--- src/rtl/cps_pkg.sv ---
package cps_pkg;
  localparam int BANK_W   = 2;
  localparam int PAGE_W   = 24;
  localparam int WORD_W   = 32;
  localparam int CNT_W    = 8;
  localparam int MODE_LSB = PAGE_W + BANK_W;
  localparam int MODE_W   = WORD_W - MODE_LSB;

  localparam logic [MODE_W-1:0] CTRL_MODE  = MODE_W'(2);
  localparam logic [WORD_W-1:0] ERASE_WORD = WORD_W'(1);
  localparam logic [6:0]        CFG_TAG    = 7'h10;

  typedef enum logic [1:0] {
    STEP_CFG = 2'd0,
    STEP_LO  = 2'd1,
    STEP_HI  = 2'd2
  } step_e;

  typedef struct packed {
    logic             irq_en;
    logic [CNT_W-1:0] burst;
    logic             to_flash;
    logic [CNT_W-1:0] pages;
  } xfer_cfg_t;

  function automatic logic is_cfg_word(input logic [WORD_W-1:0] w);
    return w[15:9] == CFG_TAG;
  endfunction

  function automatic xfer_cfg_t unpack_cfg(input logic [WORD_W-1:0] w);
    xfer_cfg_t r;
    r.irq_en   = w[24];
    r.burst    = w[23:16];
    r.to_flash = w[8];
    r.pages    = w[7:0];
    return r;
  endfunction

  function automatic logic [PAGE_W-1:0] block_of(input logic [PAGE_W-1:0] page,
                                                 input int unsigned sh);
    return page >> sh;
  endfunction
endpackage

--- src/rtl/cps_decode.sv ---
module cps_decode
  import cps_pkg::*;
(
  input  logic              host_wr,
  input  logic [WORD_W-1:0] host_desc,
  input  logic [WORD_W-1:0] host_data,
  output logic              ctrl_wr,
  output logic [BANK_W-1:0] bank,
  output logic [PAGE_W-1:0] page,
  output logic              erase_hit,
  output logic              cfg_hit,
  output xfer_cfg_t         cfg
);
  assign ctrl_wr   = host_wr && (host_desc[WORD_W-1:MODE_LSB] == CTRL_MODE);
  assign bank      = host_desc[MODE_LSB-1:PAGE_W];
  assign page      = host_desc[PAGE_W-1:0];
  assign erase_hit = ctrl_wr && (host_data == ERASE_WORD);
  assign cfg_hit   = ctrl_wr && is_cfg_word(host_data);
  assign cfg       = unpack_cfg(host_data);
endmodule

--- src/rtl/cps_dma_seq.sv ---
module cps_dma_seq
  import cps_pkg::*;
(
  input  logic                clk,
  input  logic                rst_n,
  input  logic                ctrl_wr,
  input  logic                cfg_hit,
  input  logic [BANK_W-1:0]   bank,
  input  logic [PAGE_W-1:0]   page,
  input  xfer_cfg_t           cfg,
  input  logic [WORD_W-1:0]   data,
  input  logic                dma_done_in,
  output logic                dma_req,
  output logic                dma_busy,
  output logic                irq_dma_done,
  output xfer_cfg_t           cfg_q,
  output logic [BANK_W-1:0]   tag_bank,
  output logic [PAGE_W-1:0]   tag_page,
  output logic [2*WORD_W-1:0] dma_addr,
  output step_e               step,
  output logic                seq_idle,
  output logic                abort_evt,
  output logic                launch_evt
);
  logic [WORD_W-1:0] lo_q;
  logic same_tag, start_evt, done_evt;

  assign same_tag   = (bank == tag_bank) && (page == tag_page);
  assign seq_idle   = (step == STEP_CFG);
  assign start_evt  = seq_idle && cfg_hit && !dma_busy;
  assign abort_evt  = ctrl_wr && !seq_idle && !same_tag;
  assign launch_evt = ctrl_wr && (step == STEP_HI) && same_tag;
  assign done_evt   = dma_done_in && dma_busy;

  always_ff @(posedge clk) begin
    if (!rst_n) begin
      step         <= STEP_CFG;
      cfg_q        <= '0;
      tag_bank     <= '0;
      tag_page     <= '0;
      lo_q         <= '0;
      dma_addr     <= '0;
      dma_req      <= 1'b0;
      dma_busy     <= 1'b0;
      irq_dma_done <= 1'b0;
    end else begin
      dma_req      <= launch_evt;
      irq_dma_done <= done_evt && cfg_q.irq_en;
      if (launch_evt)    dma_busy <= 1'b1;
      else if (done_evt) dma_busy <= 1'b0;

      if (abort_evt) begin
        step <= STEP_CFG;
      end else begin
        unique case (step)
          STEP_CFG: if (start_evt) begin
            cfg_q    <= cfg;
            tag_bank <= bank;
            tag_page <= page;
            step     <= STEP_LO;
          end
          STEP_LO: if (ctrl_wr) begin
            lo_q <= data;
            step <= STEP_HI;
          end
          STEP_HI: if (ctrl_wr) begin
            dma_addr <= {data, lo_q};
            step     <= STEP_CFG;
          end
          default: step <= STEP_CFG;
        endcase
      end
    end
  end
endmodule

--- src/rtl/cps_erase.sv ---
module cps_erase
  import cps_pkg::*;
#(
  parameter int unsigned PPB_LOG2 = 6
) (
  input  logic              clk,
  input  logic              rst_n,
  input  logic              erase_go,
  input  logic [BANK_W-1:0] bank,
  input  logic [PAGE_W-1:0] page,
  input  logic              ok_in,
  input  logic              fail_in,
  output logic              erase_req,
  output logic [BANK_W-1:0] erase_bank,
  output logic [PAGE_W-1:0] erase_block,
  output logic              erase_busy,
  output logic              irq_ok,
  output logic              irq_fail,
  output logic [BANK_W-1:0] irq_bank
);
  logic issue, finish;

  assign issue    = erase_go && !erase_busy;
  assign finish   = erase_busy && (ok_in || fail_in);
  assign irq_bank = erase_bank;

  always_ff @(posedge clk) begin
    if (!rst_n) begin
      erase_req   <= 1'b0;
      erase_bank  <= '0;
      erase_block <= '0;
      erase_busy  <= 1'b0;
      irq_ok      <= 1'b0;
      irq_fail    <= 1'b0;
    end else begin
      erase_req <= issue;
      irq_fail  <= finish && fail_in;
      irq_ok    <= finish && !fail_in;
      if (issue) begin
        erase_bank  <= bank;
        erase_block <= block_of(page, PPB_LOG2);
        erase_busy  <= 1'b1;
      end else if (finish) begin
        erase_busy <= 1'b0;
      end
    end
  end
endmodule

--- src/rtl/ctrl_plane_seq.sv ---
module ctrl_plane_seq
  import cps_pkg::*;
#(
  parameter int unsigned PPB_LOG2 = 6
) (
  input  logic                clk,
  input  logic                rst_n,
  input  logic                host_wr,
  input  logic [WORD_W-1:0]   host_desc,
  input  logic [WORD_W-1:0]   host_data,
  output logic                erase_req,
  output logic [BANK_W-1:0]   erase_bank,
  output logic [PAGE_W-1:0]   erase_block,
  output logic                erase_busy,
  input  logic                erase_ok_in,
  input  logic                erase_fail_in,
  output logic                irq_erase_ok,
  output logic                irq_erase_fail,
  output logic [BANK_W-1:0]   irq_erase_bank,
  output logic                dma_req,
  output logic                dma_to_flash,
  output logic [CNT_W-1:0]    dma_burst,
  output logic [CNT_W-1:0]    dma_pages,
  output logic [BANK_W-1:0]   dma_bank,
  output logic [PAGE_W-1:0]   dma_page,
  output logic [2*WORD_W-1:0] dma_addr,
  output logic                dma_busy,
  input  logic                dma_done_in,
  output logic                irq_dma_done
);
  logic              ctrl_wr, erase_hit, cfg_hit;
  logic [BANK_W-1:0] dec_bank;
  logic [PAGE_W-1:0] dec_page;
  xfer_cfg_t         dec_cfg, held_cfg;
  step_e             seq_step;
  logic              seq_idle, seq_abort, seq_launch;

  cps_decode u_dec (
    .host_wr   (host_wr),
    .host_desc (host_desc),
    .host_data (host_data),
    .ctrl_wr   (ctrl_wr),
    .bank      (dec_bank),
    .page      (dec_page),
    .erase_hit (erase_hit),
    .cfg_hit   (cfg_hit),
    .cfg       (dec_cfg)
  );

  cps_dma_seq u_dma (
    .clk          (clk),
    .rst_n        (rst_n),
    .ctrl_wr      (ctrl_wr),
    .cfg_hit      (cfg_hit),
    .bank         (dec_bank),
    .page         (dec_page),
    .cfg          (dec_cfg),
    .data         (host_data),
    .dma_done_in  (dma_done_in),
    .dma_req      (dma_req),
    .dma_busy     (dma_busy),
    .irq_dma_done (irq_dma_done),
    .cfg_q        (held_cfg),
    .tag_bank     (dma_bank),
    .tag_page     (dma_page),
    .dma_addr     (dma_addr),
    .step         (seq_step),
    .seq_idle     (seq_idle),
    .abort_evt    (seq_abort),
    .launch_evt   (seq_launch)
  );

  assign dma_to_flash = held_cfg.to_flash;
  assign dma_burst    = held_cfg.burst;
  assign dma_pages    = held_cfg.pages;

  cps_erase #(.PPB_LOG2(PPB_LOG2)) u_ers (
    .clk         (clk),
    .rst_n       (rst_n),
    .erase_go    (erase_hit && seq_idle),
    .bank        (dec_bank),
    .page        (dec_page),
    .ok_in       (erase_ok_in),
    .fail_in     (erase_fail_in),
    .erase_req   (erase_req),
    .erase_bank  (erase_bank),
    .erase_block (erase_block),
    .erase_busy  (erase_busy),
    .irq_ok      (irq_erase_ok),
    .irq_fail    (irq_erase_fail),
    .irq_bank    (irq_erase_bank)
  );
endmodule

--- config.mk ---
export PLATFORM = sky130hd
export DESIGN_NAME = ctrl_plane_seq
export DESIGN_NICKNAME = d
export VERILOG_FILES = /design/src/rtl/cps_pkg.sv /design/src/rtl/cps_decode.sv /design/src/rtl/cps_dma_seq.sv /design/src/rtl/cps_erase.sv /design/src/rtl/ctrl_plane_seq.sv
export SDC_FILE = /design/constraint.sdc
export NUM_CORES = 1
export LEC_CHECK = 0
export ABC_AREA = 1
export BUFFER_PORTS_ARGS = -buffer_cell sky130_fd_sc_hd__buf_2
export CORE_ASPECT_RATIO = 1.75
export CORE_MARGIN = 2
export CORE_UTILIZATION = 35
export CTS_CLUSTER_DIAMETER = 120
export CTS_CLUSTER_SIZE = 10
export DETAILED_ROUTE_END_ITERATION = 16
export GPL_TIMING_DRIVEN = 0
export HOLD_SLACK_MARGIN = 0.08
export SETUP_SLACK_MARGIN = 0.15
export SLEW_MARGIN = 20
export SYNTH_ARGS = -nofsm -noshare
export SYNTH_HDL_FRONTEND = slang
export SYNTH_HIERARCHICAL = 1
export SYNTH_SLANG_ARGS = --single-unit
--- constraint.sdc ---
create_clock -name clk -period 1.75 [get_ports clk]
set_input_delay 0.175 -clock clk [delete_from_list [all_inputs] [get_ports clk]]
set_output_delay 0.175 -clock clk [all_outputs]
set_load 0.1 [all_outputs]
==> flow_metrics.py <==
metrics = {
    "status": {
        "outcome": "finished, violations left",
        "violations": "setup timing",
    },
    "clocking": {
        "cts_tree": "built",
        "cts_buffers": 17,
        "cts_max_level": 4,
        "clock_path_buffers": 2,
        "clock_sinks": 169,
        "root_buffer": "clkbuf_16",
        "clk_pin_slew_ns": 0.06,
        "insertion_delay_ns": 0.43,
    },
    "layout": {
        "antennaDiodeCount": 0,
        "drive_gt1_frac": 0.353,
        "multi_input_area_um2": 3630,
        "nFillCells": 2091,
        "fin_area_um2": 11400,
        "num-nets-final": 1500,
        "fin_cells": 1696,
        "area_growth_pct": 50.4,
        "regArea_um2": 3480,
    },
    "sta": {
        "tightest_slew_ns": 0.725,
        "rsz0062_at_grt": "yes",
        "report.final.slew_viol_count": 0,
        "setup_viol": 44,
        "slew_headroom": 0.516,
        "max_freq_ghz": 0.560,
        "setup_ws_ns": -0.0366,
        "layout_worst_path_cycle_share": 1.02,
        "fin_skew_ns": 0.00653,
        "min_period_ns": 1.79,
        "tns_ns": -0.520,
        "hold_viol_final": 0,
        "holdWs_ns": 0.101,
    },
    "global_routing": {
        "antenna_found_initial": 0,
        "grt_pass1_wl_um": 39100,
        "track_usage": 0.226,
        "first_global_vias": 7449,
        "grt_overflow": 0,
        "grt_max_degree": 17,
    },
    "logic_synthesis": {
        "yosys_warnings": 6,
        "avgSynthCellArea_um2": 6.60,
        "syn_inst": 1143,
        "syn_area_um2": 7550,
    },
    "worst_setup_path": {
        "path_buf_inv": 3,
        "worstPathCellList": "xnor2_2, nand2_2, nor2_4, nand2_2, nor2_4, buf_6, nand3_4, buf_12, buf_8, nand2_4, nand2_2, nor2_2",
        "worst_r2r_endpoint": "u_dma/lo_q[30]",
        "slowest_delay_ns": 0.36,
        "slowest_stage": "dfxtp_4",
        "r2r_start": "u_dma/tag_page[22]",
        "crit_fanout": 9,
        "cp-end-kind": "register",
        "worst-endpoint-arrival_ns": 2.15,
        "critPathTopFamily": "simple AND/OR/NAND/NOR gates",
        "crit_path_frequent_cell": "nand2_2",
        "worstSetupStartpointType": "register",
        "ff2ff_setup_slack_ns": -0.04,
        "required_ns": 2.11,
        "reg2reg_depth": 12,
        "critPathKind": "reg2reg",
    },
    "die": {
        "start_util": 0.354,
        "die_y_um": 198,
        "dieArea_um2": 22800,
        "rows": 71,
        "io_pins": 212,
        "die_w_um": 115,
        "coreArea_um2": 21300,
    },
    "power_and_ir_drop": {
        "powerDensity_nw_per_um2": 729,
        "cellLeakagePower_uw": 0.00579,
        "p_int_uw": 6330,
        "p_comb_frac": 0.075,
        "total_power_uw": 8270,
        "p_switching_uw": 1940,
        "power_switching_share": 0.234,
        "power_frac_seq": 0.460,
        "p_clk_frac": 0.465,
        "vdd_ir_drop_max_v": 0.000605,
    },
    "min_path": {
        "min_to": "u_ers/erase_block[3]",
        "hold_class": "in2reg",
        "worstHoldStart": "host_desc[9]",
        "hold_path_depth": 5,
    },
    "flow_run": {
        "cap_viol_max_count": 0,
    },
    "route": {
        "ant_nets": 0,
        "routedWlPerCell_um": 15.4,
        "drt_first_pass_iters": 4,
        "num_vias": 7704,
        "drc": 0,
        "routed_wl_um": 26000,
        "first_iter_violations": 284,
        "via_per_inst": 4.54,
    },
    "placed_design": {
        "portBuffers": 179,
        "gp_congestion": 0.793,
        "dpl-instance-area_um2": 8920,
        "dp_hpwl_um": 18200,
        "placed_cells": 1582,
    },
}
==> tightest hold or removal path: stages <==
cell     delay, ns
buf_4         0.09
inv_1         0.04
nand3_1       0.07
nand2_1       0.05
nor2_1        0.07
==> power groups by stage <==
stage | registers [uW] | clock network [uW] | logic, uW
6_report | 3800 | 3840 | 623
3_3_place_gp | 3890 | 0 | 458
4_1_cts | 3800 | 3950 | 600
2_1_floorplan | 3890 | 0 | 291
5_1_grt | 3800 | 4080 | 666
3_5_place_dp | 3890 | 0 | 460
==> flip-flops by register name, summed over array words and instances, names as in the netlist, 2 cells and up <==
name               flops
u_dma/cfg_q           18
u_dma/dma_addr        64
u_dma/lo_q            32
u_dma/step             2
u_dma/tag_bank         2
u_dma/tag_page        24
u_ers/erase_bank       2
u_ers/erase_block     18
==> what timing repair did <==
item / in CTS / in global routing
pin swaps: 18 / 42
buffers inserted: 7 / 2
cloned: 6 / 5
resized for setup: 122 / 136
hold buffers: 65 / 0
setup endpoints to repair: 141 / 150
endpoints found under the hold margin: 86 / 0
==> worst max-delay path by stage <==
| stage | from | to | slack, ns | cells past startpoint |
|---|---|---|---|---|
| 3_5_place_dp | host_data[15] | u_dma/tag_page[23] | -0.52 | 9 |
| 3_3_place_gp | host_data[15] | u_dma/tag_page[23] | -0.53 | 9 |
| 5_1_grt | u_dma/tag_page[12] | u_dma/dma_addr[52] | -0.14 | 11 |
| 6_report | u_dma/tag_page[22] | u_dma/lo_q[30] | -0.04 | 12 |
| 2_1_floorplan | u_dma/tag_page[22] | u_dma/dma_addr[16] | 0.06 | 10 |
| 4_1_cts | u_dma/tag_page[6] | u_dma/dma_addr[45] | -0.05 | 11 |
==> routing by layer <==
metal  track usage  share of wire
met4        0.0968          0.031
met3        0.0453          0.043
met1         0.221           0.36
met2         0.446           0.57
met5             0              0
==> cell usage in the layout (no fill, tap or decap), types with 7 or more instances in the layout <==
master / n
clkbuf_1: 20
nor2_2: 56
nand2_1: 208
nor2_4: 33
buf_2: 187
a21oi_1: 9
nor2_1: 263
buf_12: 8
dfxtp_1: 141
nand2_2: 48
clkbuf_16: 28
nand3_1: 22
dlygate4sd3_1: 65
buf_4: 58
inv_1: 138
inv_2: 8
dfxtp_4: 26
xnor2_2: 7
o21ai_0: 45
==> metrics by stage <==
step	worst slack (ns)	utilization
2_1_floorplan	0.0564	-
3_3_place_gp	-0.531	0.418
3_5_place_dp	-0.521	0.418
4_1_cts	-0.0502	0.506
5_1_grt	-0.140	0.532
6_report	-0.0366	0.532
==> cell type report <==
type                       instances  area share
multi-input combinational        728       0.320
sequential                       169       0.307
tap                              255      0.0281
clock inverter                    10      0.0103
timing repair buffer             264       0.168
inverter                         147      0.0488
clock buffer                      20      0.0422
buffer                           103      0.0756
No activity file was read; power rests on OpenSTA's default activity.
